[src/rtl/vsync_pkg.sv]
package vsync_pkg;
  localparam int unsigned ADDR_W = 3;

  typedef enum logic [ADDR_W-1:0] {
    REG_CTRL = 3'd0,
    REG_HWID = 3'd1,
    REG_HCYC = 3'd2,
    REG_VWID = 3'd3,
    REG_VCYC = 3'd4,
    REG_VSP  = 3'd5,
    REG_STAT = 3'd6
  } reg_addr_e;

  localparam int unsigned CTRL_SLAVE_BIT = 0;
  localparam int unsigned CTRL_ILACE_BIT = 1;
  localparam int unsigned STAT_FRAME_BIT = 0;
  localparam int unsigned STAT_VBLK_BIT  = 1;
endpackage

[src/rtl/vsync_sync2.sv]
module vsync_sync2 #(
  parameter int unsigned       W       = 1,
  parameter logic [W-1:0]      RST_VAL = '0
) (
  input  logic         clk_i,
  input  logic         rst_ni,
  input  logic [W-1:0] d_i,
  output logic [W-1:0] q_o
);
  logic [W-1:0] s1_q, s2_q;

  always_ff @(posedge clk_i or negedge rst_ni) begin
    if (!rst_ni) begin
      s1_q <= RST_VAL;
      s2_q <= RST_VAL;
    end else begin
      s1_q <= d_i;
      s2_q <= s1_q;
    end
  end

  assign q_o = s2_q;
endmodule

[src/rtl/vsync_hcnt.sv]
module vsync_hcnt #(
  parameter int unsigned W = 12
) (
  input  logic         clk_i,
  input  logic         rst_ni,
  input  logic         realign_i,
  input  logic [W-1:0] cyc_i,
  input  logic [W-1:0] wid_i,
  output logic [W-1:0] cnt_o,
  output logic         line_start_o,
  output logic         act_o
);
  localparam logic [W-1:0] ONE = W'(1);

  logic [W-1:0] cnt_q, cnt_d;

  always_comb begin
    if (realign_i)                cnt_d = '0;
    else if (cnt_q >= cyc_i - ONE) cnt_d = '0;
    else                           cnt_d = cnt_q + ONE;
  end

  always_ff @(posedge clk_i or negedge rst_ni) begin
    if (!rst_ni) cnt_q <= '0;
    else         cnt_q <= cnt_d;
  end

  // a realign on a counter already at 0 does not start a second line
  assign line_start_o = (cnt_d == '0) && (cnt_q != '0);
  assign act_o        = cnt_q < wid_i;
  assign cnt_o        = cnt_q;


  hcnt_wrap_chk: assert property (@(posedge clk_i) disable iff (!rst_ni)
    (!realign_i && cyc_i != '0 && cnt_q == cyc_i - ONE) |=> (cnt_q == '0));
endmodule

[src/rtl/vsync_vcnt.sv]
module vsync_vcnt #(
  parameter int unsigned W = 11
) (
  input  logic         clk_i,
  input  logic         rst_ni,
  input  logic         realign_i,
  input  logic         line_start_i,
  input  logic [W-1:0] cyc_i,
  input  logic [W-1:0] wid_i,
  input  logic [W-1:0] sp_i,
  output logic [W-1:0] cnt_o,
  output logic         vs_start_o,
  output logic         act_o
);
  localparam logic [W-1:0] ONE = W'(1);

  logic [W-1:0] cnt_q, cnt_d;
  logic [W:0]   end_line;

  always_comb begin
    cnt_d = cnt_q;
    if (realign_i)                 cnt_d = '0;
    else if (line_start_i) begin
      if (cnt_q >= cyc_i - ONE)    cnt_d = '0;
      else                         cnt_d = cnt_q + ONE;
    end
  end

  always_ff @(posedge clk_i or negedge rst_ni) begin
    if (!rst_ni) cnt_q <= '0;
    else         cnt_q <= cnt_d;
  end

  assign end_line   = {1'b0, sp_i} + {1'b0, wid_i};
  assign vs_start_o = (cnt_d == sp_i) && (cnt_d != cnt_q);
  assign act_o      = (cnt_q >= sp_i) && ({1'b0, cnt_q} < end_line);
  assign cnt_o      = cnt_q;


  vcnt_hold_chk: assert property (@(posedge clk_i) disable iff (!rst_ni)
    (!realign_i && !line_start_i) |=> $stable(cnt_q));
endmodule

[src/rtl/vsync_status.sv]
module vsync_status (
  input  logic clk_i,
  input  logic rst_ni,
  input  logic vs_start_i,
  input  logic clr_frame_i,
  input  logic clr_vblk_i,
  input  logic slave_i,
  input  logic ilace_i,
  input  logic field_ext_i,
  output logic frame_o,
  output logic vblank_o,
  output logic field_gen_o,
  output logic field_odd_o,
  output logic field_oe_o
);
  logic frame_q, vblk_q, field_q;

  always_ff @(posedge clk_i or negedge rst_ni) begin
    if (!rst_ni) begin
      frame_q <= 1'b0;
      vblk_q  <= 1'b0;
      field_q <= 1'b0;
    end else begin
      // set has priority over clear
      if (vs_start_i)       frame_q <= 1'b1;
      else if (clr_frame_i) frame_q <= 1'b0;
      if (vs_start_i)       vblk_q  <= 1'b1;
      else if (clr_vblk_i)  vblk_q  <= 1'b0;
      if (!slave_i && ilace_i && vs_start_i) field_q <= ~field_q;
    end
  end

  assign frame_o     = frame_q;
  assign vblank_o    = vblk_q;
  assign field_gen_o = field_q;
  assign field_oe_o  = !slave_i && ilace_i;
  assign field_odd_o = !ilace_i ? 1'b0 : (slave_i ? field_ext_i : field_q);


  flag_set_chk: assert property (@(posedge clk_i) disable iff (!rst_ni)
    vs_start_i |=> (frame_q && vblk_q));


  frame_clr_chk: assert property (@(posedge clk_i) disable iff (!rst_ni)
    (clr_frame_i && !vs_start_i) |=> !frame_q);


  field_tgl_chk: assert property (@(posedge clk_i) disable iff (!rst_ni)
    (!slave_i && ilace_i && vs_start_i) |=> (field_q != $past(field_q)));
endmodule

[src/rtl/vsync_gen.sv]
module vsync_gen
  import vsync_pkg::*;
#(
  parameter int unsigned HCNT_W   = 12,
  parameter int unsigned VCNT_W   = 11,
  parameter int unsigned HCYC_RST = 16,
  parameter int unsigned HWID_RST = 2,
  parameter int unsigned VCYC_RST = 8,
  parameter int unsigned VWID_RST = 1,
  parameter int unsigned VSP_RST  = 4
) (
  input  logic              clk_i,
  input  logic              rst_ni,
  input  logic              cfg_we_i,
  input  logic [ADDR_W-1:0] cfg_addr_i,
  input  logic [HCNT_W-1:0] cfg_wdata_i,
  input  logic              ext_hsync_i,
  input  logic              ext_vsync_i,
  input  logic              field_i,
  output logic              hsync_o,
  output logic              vsync_o,
  output logic              csync_o,
  output logic              field_o,
  output logic              field_oe_o,
  output logic              field_odd_o,
  output logic              frame_o,
  output logic              vblank_o,
  output logic [HCNT_W-1:0] hpos_o,
  output logic [VCNT_W-1:0] vpos_o
);
  // bit order of the synchronised bus: {field, vsync, hsync}
  localparam logic [2:0] SYNC_RST = 3'b001;

  logic              slave_q, ilace_q;
  logic [HCNT_W-1:0] hwid_q, hcyc_q;
  logic [VCNT_W-1:0] vwid_q, vcyc_q, vsp_q;
  logic              clr_frame, clr_vblk;

  always_ff @(posedge clk_i or negedge rst_ni) begin
    if (!rst_ni) begin
      slave_q <= 1'b0;
      ilace_q <= 1'b0;
      hwid_q  <= HCNT_W'(HWID_RST);
      hcyc_q  <= HCNT_W'(HCYC_RST);
      vwid_q  <= VCNT_W'(VWID_RST);
      vcyc_q  <= VCNT_W'(VCYC_RST);
      vsp_q   <= VCNT_W'(VSP_RST);
    end else if (cfg_we_i) begin
      case (reg_addr_e'(cfg_addr_i))
        REG_CTRL: begin
          slave_q <= cfg_wdata_i[CTRL_SLAVE_BIT];
          ilace_q <= cfg_wdata_i[CTRL_ILACE_BIT];
        end
        REG_HWID: hwid_q <= cfg_wdata_i;
        REG_HCYC: hcyc_q <= cfg_wdata_i;
        REG_VWID: vwid_q <= cfg_wdata_i[VCNT_W-1:0];
        REG_VCYC: vcyc_q <= cfg_wdata_i[VCNT_W-1:0];
        REG_VSP:  vsp_q  <= cfg_wdata_i[VCNT_W-1:0];
        default: ;
      endcase
    end
  end

  assign clr_frame = cfg_we_i && (cfg_addr_i == REG_STAT) && cfg_wdata_i[STAT_FRAME_BIT];
  assign clr_vblk  = cfg_we_i && (cfg_addr_i == REG_STAT) && cfg_wdata_i[STAT_VBLK_BIT];

  // external inputs: synchronise, then detect edges
  logic [2:0] ext_lvl;
  logic       hs_prev_q, vs_prev_q;
  logic       hs_fall, vs_rise;

  vsync_sync2 #(.W(3), .RST_VAL(SYNC_RST)) u_sync (
    .clk_i (clk_i),
    .rst_ni(rst_ni),
    .d_i   ({field_i, ext_vsync_i, ext_hsync_i}),
    .q_o   (ext_lvl)
  );

  always_ff @(posedge clk_i or negedge rst_ni) begin
    if (!rst_ni) begin
      hs_prev_q <= SYNC_RST[0];
      vs_prev_q <= SYNC_RST[1];
    end else begin
      hs_prev_q <= ext_lvl[0];
      vs_prev_q <= ext_lvl[1];
    end
  end

  assign hs_fall = hs_prev_q && !ext_lvl[0];
  assign vs_rise = !vs_prev_q && ext_lvl[1];

  logic h_realign, v_realign, line_start, vs_start, hs_act, vs_act;

  assign h_realign = slave_q && hs_fall;
  assign v_realign = slave_q && vs_rise;

  vsync_hcnt #(.W(HCNT_W)) u_hcnt (
    .clk_i       (clk_i),
    .rst_ni      (rst_ni),
    .realign_i   (h_realign),
    .cyc_i       (hcyc_q),
    .wid_i       (hwid_q),
    .cnt_o       (hpos_o),
    .line_start_o(line_start),
    .act_o       (hs_act)
  );

  vsync_vcnt #(.W(VCNT_W)) u_vcnt (
    .clk_i       (clk_i),
    .rst_ni      (rst_ni),
    .realign_i   (v_realign),
    .line_start_i(line_start),
    .cyc_i       (vcyc_q),
    .wid_i       (vwid_q),
    .sp_i        (vsp_q),
    .cnt_o       (vpos_o),
    .vs_start_o  (vs_start),
    .act_o       (vs_act)
  );

  vsync_status u_stat (
    .clk_i      (clk_i),
    .rst_ni     (rst_ni),
    .vs_start_i (vs_start),
    .clr_frame_i(clr_frame),
    .clr_vblk_i (clr_vblk),
    .slave_i    (slave_q),
    .ilace_i    (ilace_q),
    .field_ext_i(ext_lvl[2]),
    .frame_o    (frame_o),
    .vblank_o   (vblank_o),
    .field_gen_o(field_o),
    .field_odd_o(field_odd_o),
    .field_oe_o (field_oe_o)
  );

  assign hsync_o = slave_q || !hs_act;
  assign vsync_o = slave_q || !vs_act;
  assign csync_o = slave_q || (hsync_o && vsync_o);


  hs_realign_chk: assert property (@(posedge clk_i) disable iff (!rst_ni)
    (slave_q && hs_fall) |=> (hpos_o == '0));


  vs_realign_chk: assert property (@(posedge clk_i) disable iff (!rst_ni)
    (slave_q && vs_rise) |=> (vpos_o == '0));


  slave_quiet_chk: assert property (@(posedge clk_i) disable iff (!rst_ni)
    slave_q |-> (csync_o && hsync_o && vsync_o));
endmodule

[config.mk]
export PLATFORM = sky130hd
export DESIGN_NAME = vsync_gen
export DESIGN_NICKNAME = d
export VERILOG_FILES = /design/src/rtl/vsync_pkg.sv /design/src/rtl/vsync_sync2.sv /design/src/rtl/vsync_hcnt.sv /design/src/rtl/vsync_vcnt.sv /design/src/rtl/vsync_status.sv /design/src/rtl/vsync_gen.sv
export SDC_FILE = /design/constraint.sdc
export NUM_CORES = 1
export LEC_CHECK = 0
export BUFFER_PORTS_ARGS = -buffer_cell sky130_fd_sc_hd__clkbuf_2
export CORE_MARGIN = 1
export CORE_UTILIZATION = 55
export DETAILED_ROUTE_END_ITERATION = 8
export GPL_TIMING_DRIVEN = 0
export PLACE_DENSITY = 0.7
export SYNTH_ARGS = -nofsm -noshare
export SYNTH_HDL_FRONTEND = slang
export SYNTH_SLANG_ARGS = --single-unit
[constraint.sdc]
create_clock -name clk_i -period 5.4 [get_ports clk_i]
set_input_delay 0.54 -clock clk_i [delete_from_list [all_inputs] [get_ports clk_i]]
set_output_delay 0.54 -clock clk_i [all_outputs]
set_load 0.02 [all_outputs]
# Word level (Yosys, flattened, before mapping)
# Cells that the tools add are included.
# Widths: inputs -> output; s select.
# totals
register_bits,93
inputBits,21
output_inout_bits,31
elab_cells,78
# classes
addsub,5
magnitude_cmp,5
eq_ne,8
mux,11
n_bitwise,1
reduce_logical,32
# op_table
op,n
$mux 11,3
$mux 12,2
$ge 11x11->1,2
$logic_and 1x1->1,13
$add 11x11->12,1
$add 12x1->12 const B,1
$ge 12x12->1,1
$logic_not 12->1,1
$lt 11x12->1,1
$lt 12x12->1,1
$reduce_and 2->1,6
$reduce_bool 12->1,1
$sub 12x1->12 const B,1
$add 11x1->11 const B,1
$eq 11x11->1,1
$ne 11x11->1,1
$sub 11x1->11 const B,1
$eq 3x3->1 const B,3
$eq 3x2->1 const B,2
$mux 1,6
$logic_not 1->1,5
$reduce_bool 2->1,2
$eq 3x1->1 const B,1
$logic_not 3->1,1
other kinds (2),4

# Depth between registers and ports, before layout
# Gate-level depths: netlist of the first run.
# depth
word_depth,11
ltp_mapped,18

# By module
# From an unflattened synthesis of the first run, not the netlist that was laid out.
# hier_totals
cells_unflattened,611
area_unflattened_um2,6486.2
# by_module_without_submodules
module,instances,cells_per_inst,area_per_inst_um2
vsync_gen,1,140,2494.9
vsync_vcnt,1,284,2275.9
vsync_hcnt,1,169,1406.3
vsync_status,1,12,156.4
vsync_sync2,1,6,152.6

# Worst setup path before layout of the first run
# Ideal clock, no wire load.
# synth_path
path_type,register to output
start,register vsp_q[0]
end,output csync_o
arrival_time_ns,3.586
t_required_ns,4.860
slack_ns,1.274
path_stages_with_launch,19
cell_sequence,dfrtp_1 > ha_1 > fa_1 > a21oi_1 > nor2_1 > nor2_1 > o21bai_1 > a21oi_1 > nor2b_1 > o21a_1 > nor2_1 > o21bai_1 > a21oi_1 > xor2_1 > ha_1 > nand2_1 > o21ai_0 > a311o_1 > a21boi_0
# synth_via
elab_chain_cells,7
# synth_rtl
element,line,rtl
start: declaration,vsync_gen.sv:36,"logic [VCNT_W-1:0] vwid_q, vcyc_q, vsp_q;"
start signal: assignment,vsync_gen.sv:47,vsp_q <= VCNT_W'(VSP_RST);
start signal: assignment,vsync_gen.sv:58,REG_VSP: vsp_q <= cfg_wdata_i[VCNT_W-1:0];
$add 11x11->12,vsync_vcnt.sv:34,"assign end_line = {1'b0, sp_i} + {1'b0, wid_i};"
$lt 11x12->1,vsync_vcnt.sv:36,"assign act_o = (cnt_q >= sp_i) && ({1'b0, cnt_q} < end_line);"
$logic_and 1x1->1 *,vsync_vcnt.sv:36,
$logic_not 1->1 *,vsync_gen.sv:138,assign vsync_o = slave_q || !vs_act;
$logic_or 1x1->1 *,vsync_gen.sv:138,
named net vsync_o,vsync_gen.sv:21,"output logic vsync_o,"
$logic_and 1x1->1 *,vsync_gen.sv:139,assign csync_o = slave_q || (hsync_o && vsync_o);
$logic_or 1x1->1 *,vsync_gen.sv:139,
end: declaration,vsync_gen.sv:22,"output logic csync_o,"
# The timed path passes the listed nets; every way through them passes the cells marked *.

# Final worst setup path of the first run
# layout_path
start,register vsp_q[0]
end,output csync_o
# layout_via
elab_chain_cells,7
# layout_rtl
element,line
$add 11x11->12,vsync_vcnt.sv:34
$lt 11x12->1,vsync_vcnt.sv:36
$logic_and 1x1->1 *,vsync_vcnt.sv:36
$logic_not 1->1 *,vsync_gen.sv:138
$logic_or 1x1->1 *,vsync_gen.sv:138
$logic_and 1x1->1 *,vsync_gen.sv:139
$logic_or 1x1->1 *,vsync_gen.sv:139
# Mark *: on every way between the ends. The rest lies on a longest branch, timed or not.

==> results of run 1 <==
## cell usage after synthesis (5+ instances only)
cell      count
dfrtp_1      85
inv_1        36
nor2_1       46
nand2b_1      7
a211oi_1      5
o21ai_0      31
ha_1         71
xnor2_1      34
xor2_1       16
nand4_1       7
nand3_1      12
and3_1        5
a21o_1       13
nor3_1       16
dfstp_2       8
nor4_1        6
nor2b_1       5
nand2_1      63
o21a_1        8
a21oi_1      27
nand3b_1      5
mux2_2       44
clkbuf_1     13
## through the flow
step,hold WS [ns],worst slack [ns]
2_1_floorplan,0.2444,1.274
3_3_place_gp,0.3335,1.083
3_5_place_dp,0.3450,0.9359
4_1_cts,0.2560,0.5182
5_1_grt,0.2577,0.1450
6_report,0.2306,0.5327
## layout make-up
cell class	count	area, sq um
clock buffer	12	256.5
clock inverter	4	55.05
tap	140	175.2
buffer	19	102.6
fill	927	3926
timing repair buffer	52	285.3
sequential	93	2337
inverter	37	138.9
multi-input combinational	490	3754
## routing by layer
metal  part of all wire  global-route usage  wire, microns
met3              0.043             0.04742            656
met5                  0                   0              0
met2               0.50              0.4748           7652
met1               0.43              0.3442           6486
met4              0.029              0.1219            437
## state kept, by name, summed over array words and instances (netlist names)
register	count
u_hcnt.cnt_o	12
u_stat.field_gen_o	1
hcyc_q	12
ilace_q	1
u_vcnt.cnt_o	11
hwid_q	12
vsp_q	11
vcyc_q	11
vs_prev_q	1
u_stat.frame_o	1
u_sync.q_o	3
hs_prev_q	1
u_stat.vblank_o	1
vwid_q	11
slave_q	1
u_sync.s1_q	3
## critical path: stages (launching register included)
cell	delay, ns
dfrtp_1	0.44
ha_1	0.26
fa_1	0.42
a21oi_1	0.15
nor2_1	0.05
nor2_1	0.16
o21bai_1	0.11
a21oi_1	0.25
nor2b_1	0.08
o21a_1	0.17
nor2_1	0.17
o21bai_1	0.09
a21oi_1	0.19
xor2_1	0.21
ha_1	0.28
a21oi_1	0.17
o21ai_0	0.10
a311o_1	0.36
a21boi_0	0.14
clkbuf_2	0.17
## path summary, 6_finish.rpt
check | start | endpoint | slack [ns] | cells past startpoint
min in group clk_i | ext_hsync_i | u_sync.s1_q[0] | 0.27 | 1
worst min register to register | u_sync.s1_q[0] | u_sync.q_o[0] | 0.36 | 0
worst max register to register | hcyc_q[3] | u_stat.field_gen_o | 1.18 | 16
worst max-delay path | vsp_q[0] | csync_o | 0.53 | 19
worst min-delay path | rst_ni | u_vcnt.cnt_o[9] | 0.23 | 1
max in group asynchronous | rst_ni | hwid_q[3] | 4.50 | 2
## cells in the final DEF (no fill, tap or decap), types with 3 or more instances in the layout
cell type	netlist	routed
dfrtp_1	85	85
ha_1	71	71
nand2_1	63	63
clkbuf_2	0	50
nor2_1	46	46
mux2_2	44	44
inv_1	36	36
xnor2_1	34	34
o21ai_0	31	31
a21oi_1	27	27
xor2_1	16	16
nor3_1	16	16
clkbuf_1	13	14
a21o_1	13	13
nand3_1	12	12
clkbuf_16	0	9
o21a_1	8	8
dfstp_2	8	8
nand2b_1	7	7
nand4_1	7	7
nor4_1	6	6
nand3b_1	5	5
and3_1	5	5
a211oi_1	5	5
nor2b_1	5	5
a31oi_1	4	4
buf_6	4	4
nand4b_1	4	4
o211ai_1	3	3
or3_1	3	3
and2_1	3	3
o2111ai_1	3	3
o21bai_1	3	3
## logic make-up after synthesis
| logic type | share of synthesized area |
|---|---|
| simple gates | 0.1638 |
| buf+inv | 0.03813 |
| fa+ha+maj | 0.1434 |
| compound gates | 0.1332 |
| mux | 0.08319 |
| xor+xnor | 0.06916 |
| flops | 0.3691 |
## power breakdown
group,switching (W),internal [W]
combinational,0.000658,0.000541
clock,0.000280,0.000387
sequential,0.000160,0.000837
total,0.00110,0.00177
==> results.json, run 1 <==
{
  "synth_top_area_cell": "dfrtp_1",
  "netlist_instances": 639,
  "place.gp.congestion": 0.8967,
  "setup_viol": 0,
  "synth_ff_type": "dfrtp_1",
  "cap_violations": 0,
  "post-route-util": 0.6441,
  "cts_tree": "built",
  "ys_ff_latch": 93,
  "final_cells": 847,
  "post_synth.cell_area_avg_sq_um": 9.910,
  "yosysWarnings": 0,
  "place_area_sq_um": 6793,
  "criticalPathCategory": "reg -> out",
  "syn_nets": 732,
  "netlist.area_leader.share": 0.3359,
  "worstPathArrival_ns": 4.33,
  "synth_edf_count": 0,
  "nets": 795,
  "die_area_sq_um": 11950,
  "grt_pass1_vias": 4935,
  "drtAntennaViolNets": 0,
  "clock-root-buffer": "clkbuf_16",
  "dieWidth_microns": 109.3,
  "core-area_sq_um": 11030,
  "rsz0062_at_grt": "no",
  "critPathLaunchType": "flop",
  "grt.overflow.total": 0,
  "clk_pin_slew_ns": 0.07,
  "ir_drop_mv": 0.2633,
  "via_per_inst": 5.817,
  "cts.path.max_buffers": 2,
  "die_y_microns": 109.3,
  "vias": 4927,
  "placementRows": 38,
  "finalSetupTns_ns": 0,
  "grt_pass1_wl_microns": 24640,
  "first_iter_violations": 258,
  "initial_core_util": 0.5741,
  "area_growth_pct": 12.19,
  "top_level_ports": 52,
  "post_cts_buffers": 0,
  "synth_cell_types": 75,
  "min_period_ns": 4.867,
  "cts_buffers": 9,
  "synth_area_sq_um": 6332,
  "postLayoutCellArea_sq_um": 7104,
  "n_antenna_cell": 0,
  "pwr_density_cell_nw_per_um2": 403.0,
  "routed_wl_microns": 15230,
  "slew_headroom": 0.5299,
  "setup.worst_path.end_class": "output pin",
  "p_leak_nw": 3.335,
  "first_pass_iters": 4,
  "finalHoldViolations": 0,
  "p_total_w": 0.002863,
  "status": "complete, no violations",
  "yosysSeqAreaShare": 0.3691,
  "synth_area_leaders": "dfrtp_1, ha_1, mux2_2, xnor2_1, nand2_1",
  "finClkSkew_ns": 0.006998,
  "postCtsHoldBufs": 0,
  "fmax_ghz": 0.2055,
  "antenna_found_initial": 0,
  "worst_pin_slew_ns": 0.7051,
  "cp_max_fo": 4,
  "post-route-period-util": 0.9013,
  "grt_max_degree": 50,
  "hold_class": "in -> async",
  "drv_slew": 0,
  "clock-sinks": 93,
  "post_drt_wl_per_cell_microns": 17.98,
  "drive_above_1_share": 0.2023,
  "dp_hpwl_microns": 11750,
  "numPlacedInstances": 831,
  "clock_latency_ns": 0.35,
  "cts_max_level": 3,
  "drc": 0,
  "async_flop_share": 1.000,
  "post_cts_resize_count": 0,
  "port_buffers": 51,
  "required_ns": 4.86,
  "grt_usage": 0.2775
}
Note: power is estimated with default switching activity, not from simulation.
==> run 2: changes to the inputs <==
- SYNTH_HIERARCHICAL: unset -> 1
==> results.json, run 2 <==
{
  "criticalPathCategory": "reg -> out",
  "n_antenna_cell": 0,
  "cts_tree": "built",
  "ir_drop_mv": 0.2478,
  "post-route-period-util": 0.9486,
  "top_level_ports": 52,
  "ys_ff_latch": 93,
  "post_drt_wl_per_cell_microns": 18.39,
  "initial_core_util": 0.5656,
  "synth_area_sq_um": 6486,
  "reg2reg_from": "hcyc_q[5]",
  "first_pass_iters": 4,
  "grt_max_degree": 59,
  "grt_pass1_vias": 4856,
  "nets": 769,
  "hold_class": "in -> async",
  "postLayoutCellArea_sq_um": 7274,
  "synth_most_common_cell": "dfrtp_1",
  "clk_pin_slew_ns": 0.07,
  "cts.path.max_buffers": 2,
  "yosysWarnings": 6,
  "post-place-ws_ns": 0.1712,
  "dp_hpwl_microns": 11420,
  "core-area_sq_um": 11470,
  "yosys-top-cells-count": "dfrtp_1, ha_1, nor2_1, inv_1, nand2_1",
  "synth_top_area_cell": "dfrtp_1",
  "cap_violations": 0,
  "final_cell_mix": "dfrtp_1, ha_1, clkbuf_2, nor2_1, inv_1",
  "synth_area_leaders": "dfrtp_1, ha_1, mux2_4, mux2_2, xnor2_1",
  "via_per_inst": 5.885,
  "setup.worst_path.end_class": "output pin",
  "dieWidth_microns": 110.6,
  "synth_edf_count": 0,
  "fmax_ghz": 0.1952,
  "die_area_sq_um": 12230,
  "worst_pin_slew_ns": 0.5356,
  "status": "complete, no violations",
  "timing.final.ws_setup_ns": 0.2777,
  "drive_above_1_share": 0.2555,
  "min_period_ns": 5.122,
  "yosysSeqAreaShare": 0.3603,
  "drc": 0,
  "post-route-util": 0.6344,
  "area_growth_pct": 12.15,
  "place.gp.congestion": 0.9243,
  "clock-sinks": 93,
  "critPathLaunchType": "flop",
  "port_buffers": 51,
  "place_area_sq_um": 6950,
  "slew_headroom": 0.6396,
  "p_leak_nw": 3.545,
  "grt.overflow.total": 0,
  "async_flop_share": 1.000,
  "drtAntennaViolNets": 0,
  "finClkSkew_ns": 0.006161,
  "netlist_instances": 611,
  "pwr_density_cell_nw_per_um2": 406.7,
  "crit_start": "vsp_q[0]",
  "syn_nets": 704,
  "first_iter_violations": 266,
  "vias": 4849,
  "grt_usage": 0.2550,
  "clock-root-buffer": "clkbuf_16",
  "grt_pass1_wl_microns": 24450,
  "post_synth.cell_area_avg_sq_um": 10.62,
  "setup_viol": 0,
  "finalHoldViolations": 0,
  "required_ns": 4.86,
  "cts_buffers": 9,
  "routed_wl_microns": 15150,
  "clock_latency_ns": 0.35,
  "cts_max_level": 3,
  "synth_cell_types": 74,
  "antenna_found_initial": 0,
  "synth_ff_type": "dfrtp_1",
  "worstPathArrival_ns": 4.58,
  "cp_max_fo": 7,
  "netlist.area_leader.share": 0.3279,
  "timing.hold.ws_ns": 0.1810,
  "die_y_microns": 110.6,
  "final_common_cell": "dfrtp_1",
  "p_total_w": 0.002958,
  "drv_slew": 0,
  "placementRows": 39
}
==> run 2: cell types whose count changed after synthesis, sizes merged, moves of 5 or more <==
cell,delta
mux2,+15
nand2,-32
nor3,-7
or2,+6
clkbuf,-8
xor2,+8
a21o,+6
xnor2,-8
nand3,+5
o21ai,-16
==> run 2: path summary, 6_finish.rpt <==
kind                              endpoint  slack, ns  depth (start not counted)
min                        u_vcnt/cnt_o[6]       0.18                          1
min reg2reg                  u_sync/q_o[1]       0.35                          0
max in group asynchronous   u_sync/s1_q[0]       4.51                          2
max                                csync_o       0.28                         16
min in group clk_i          u_sync/s1_q[0]       0.27                          1
max reg2reg                 u_stat/frame_o       0.36                         21
==> run 2: layout make-up <==
| cell class | count | area [sq um] |
|---|---|---|
| timing repair buffer | 54 | 300.3 |
| clock buffer | 9 | 225.2 |
| clock inverter | 7 | 52.55 |
| multi-input combinational | 466 | 3936 |
| buffer | 13 | 97.59 |
| tap | 143 | 178.9 |
| fill | 931 | 4193 |
| sequential | 93 | 2337 |
| inverter | 39 | 146.4 |
==> run 2: power breakdown <==
group,internal [W],leakage [nW],switching (W)
Combinational,0.000619,2.28,0.000681
Sequential,0.000845,1.14,0.000216
Clock,0.000313,0.124,0.000286
Total,0.00178,3.55,0.00118
==> run 2: cells by family (layout without fill, tap and decap cells) <==
group                      Yosys count  in the layout  share of synthesized area
and+or+nand+nor                    183            183                     0.1628
AOI/OAI and AO/OA                   97             97                     0.1028
muxes                               64             64                     0.1277
buffers and inverters               52            122                    0.03761
DFF                                 93             93                     0.3603
adders and majority gates           72             72                     0.1400
xor gates and xnor gates            50             50                    0.06867
==> run 2: timing repair <==
action	in CTS	in global routing
pin swaps	0	1
hold buffers	0	0
buffers inserted	0	2
endpoints found under the setup margin	2	5
resized for setup	1	5
==> run 2: through the flow <==
stage | TNS [ns] | cells
final | 0 | 824
after global routing | -0.01572 | 824
after CTS | 0 | 822
after detailed placement | 0 | 806
after global placement | 0 | 805
after floorplan | 0 | 611
==> run 2: critical path, cell delays in order, from the launching register on <==
cell and delay [ns]:
dfrtp_1 0.47, ha_1 0.25, fa_1 0.41, a21o_1 0.18, a21oi_1 0.24, o21bai_1 0.12
a21oi_2 0.22, o21ai_1 0.16, mux2i_1 0.15, a2111oi_1 0.46, ha_1 0.33, a21o_1 0.18
a2111oi_2 0.36, o32ai_1 0.15, a32oi_2 0.30, o21bai_1 0.10, clkbuf_2 0.16
==> run 2: layer usage <==
metal / track usage / share of wire / vias up
met3: 0.04885 / 0.033 / 36
met4: 0.1209 / 0.036 / 0
met5: 0 / 0 / -
li1: - / - / 2333
met1: 0.3126 / 0.44 / 2389
met2: 0.4315 / 0.50 / 91
==> run 3: changes to the inputs <==
- CTS_BUF_LIST: unset -> sky130_fd_sc_hd__clkbuf_4 sky130_fd_sc_hd__clkbuf_8
- PLACE_DENSITY: 0.7 -> 0.74
==> results.json, run 3 (synthesis gave the netlist of run 2 again) <==
{
  "combinationalPowerShare": 0.455,
  "drc": 0,
  "rsz0062_at_grt": "no",
  "criticalPathCategory": "reg -> out",
  "seq_power_share": 0.371,
  "switching_share": 0.4046,
  "place.gp.congestion": 0.8953,
  "core-area_sq_um": 11470,
  "status": "complete, no violations",
  "postLayoutCellArea_sq_um": 7212,
  "placementRows": 39,
  "setup.worst_path.end_class": "output pin",
  "slew_headroom": 0.5920,
  "finClkSkew_ns": 0.01048,
  "n_antenna_cell": 0,
  "worst_pin_slew_ns": 0.6119,
  "antenna_found_initial": 0,
  "final_common_cell": "dfrtp_1",
  "slowest_delay_ns": 0.48,
  "dieWidth_microns": 110.6,
  "vias": 4901,
  "hold_class": "in -> async",
  "first_iter_violations": 217,
  "clk_pin_slew_ns": 0.09,
  "p_leak_nw": 3.526,
  "critPathLaunchType": "flop",
  "finalSetupTns_ns": 0,
  "final_cell_mix": "dfrtp_1, ha_1, clkbuf_2, nor2_1, inv_1",
  "seq_area_sq_um": 2337,
  "cap_violations": 0,
  "clock_latency_ns": 0.38,
  "p_int_w": 0.001704,
  "required_ns": 4.86,
  "post-route-period-util": 0.9566,
  "port_buffers": 51,
  "postCtsHoldBufs": 0,
  "area_growth_pct": 11.19,
  "r2r_slack_ns": 0.46,
  "nets": 769,
  "clock-root-buffer": "clkbuf_8",
  "grt_pass1_vias": 5042,
  "pwr-share-clk": 0.174,
  "drtAntennaViolNets": 0,
  "drv_slew": 0,
  "r2r-end": "u_stat/vblank_o",
  "grt_usage": 0.2614,
  "cts_buffers": 9,
  "final_cells": 824,
  "fill_cells": 935,
  "place_area_sq_um": 6950,
  "setup_viol": 0,
  "critical_path.cell_chain": "ha_1, fa_1, a21o_1, a21oi_1, o21bai_1, a21oi_2, o21ai_1, mux2i_1, a2111oi_1, ha_1, a21o_1, a2111oi_1, o32ai_1, a32oi_2, o21bai_1, clkbuf_2",
  "routed_wl_microns": 15280,
  "die_y_microns": 110.6,
  "path_delay_family": "compound AO/OA/AOI/OAI gates",
  "grt.overflow.total": 0,
  "reg2regPathDepth": 21,
  "cp_slowest_cell": "dfrtp_1",
  "drive_above_1_share": 0.2570,
  "cp_max_fo": 7,
  "finalHoldViolations": 0,
  "reg2reg_from": "hcyc_q[3]",
  "worstPathArrival_ns": 4.63,
  "post-route-util": 0.6289,
  "path_buf_inv": 1,
  "min_period_ns": 5.166,
  "cts.path.max_buffers": 2,
  "fmax_ghz": 0.1936,
  "p_sw_w": 0.001158,
  "cts_max_level": 3,
  "cts_tree": "built",
  "multi_input_area_sq_um": 3945,
  "first_pass_iters": 4,
  "post_drt_wl_per_cell_microns": 18.55,
  "top_level_ports": 52,
  "clock-sinks": 93,
  "dp_hpwl_microns": 11350,
  "timing.hold.ws_ns": 0.1779,
  "die_area_sq_um": 12230,
  "via_per_inst": 5.948,
  "grt_pass1_wl_microns": 25190,
  "grt_max_degree": 54,
  "numPlacedInstances": 806,
  "pwr_density_cell_nw_per_um2": 397.0,
  "ir_drop_mv": 0.2468,
  "initial_core_util": 0.5656
}
run 3: changes by cell type in the layout (fill, tap and decap cells not counted), sizes merged:
| cell | change |
|---|---|
| clkinv | -2 |
| clkbuf | +4 |
| bufinv | +1 |
| clkinvlp | -3 |
run 3: cell type report:
type / instances / share of cell area
multi-input combinational: 466 / 0.5470
sequential: 93 / 0.3241
timing repair buffer: 54 / 0.04164
tap: 143 / 0.02481
clock buffer: 13 / 0.02221
inverter: 39 / 0.02030
buffer: 13 / 0.01353
clock inverter: 3 / 0.006419
run 3: power by group through the flow:
stage	Combinational [W]	Sequential, W	Clock (W)
floorplan	0.000935	0.00105	0
global placement	0.00121	0.00106	0
detailed placement	0.00127	0.00107	0
CTS	0.00129	0.00106	0.000510
global route	0.00145	0.00109	0.000534
finish	0.00130	0.00106	0.000497
run 3: how the worst max path moves through the flow:
stage | from | endpoint | slack, ns | depth (start not counted)
final | vsp_q[0] | csync_o | 0.23 | 16
after global routing | vsp_q[0] | vsync_o | 0.02 | 16
after CTS | vsp_q[0] | vsync_o | 0.09 | 16
after detailed placement | hcyc_q[3] | u_stat/field_gen_o | 0.03 | 20
after global placement | hcyc_q[3] | u_stat/field_gen_o | 0.31 | 20
after floorplan | hcyc_q[3] | u_stat/field_gen_o | 1.01 | 20
run 3: routing by layer:
metal / GRT usage / share of wire / vias up
met3: 0.03128 / 0.032 / 46
met2: 0.4315 / 0.47 / 125
met5: 0 / 0 / -
met1: 0.3269 / 0.45 / 2404
li1: - / - / 2326
met4: 0.1618 / 0.050 / 0
run 3: what timing repair did:
| action | CTS | global route |
|---|---|---|
| resized for setup | 2 | 5 |
| pin swaps | 0 | 1 |
| endpoints found under the setup margin | 2 | 3 |
| setup buffers | 0 | 2 |
run 3: through the flow:
step | setup slack, ns | power [W]
after CTS | 0.09289 | 0.002859
after global placement | 0.3103 | 0.002267
final | 0.2342 | 0.002863
after detailed placement | 0.02532 | 0.002343
after global routing | 0.02271 | 0.003074
after floorplan | 1.006 | 0.001985
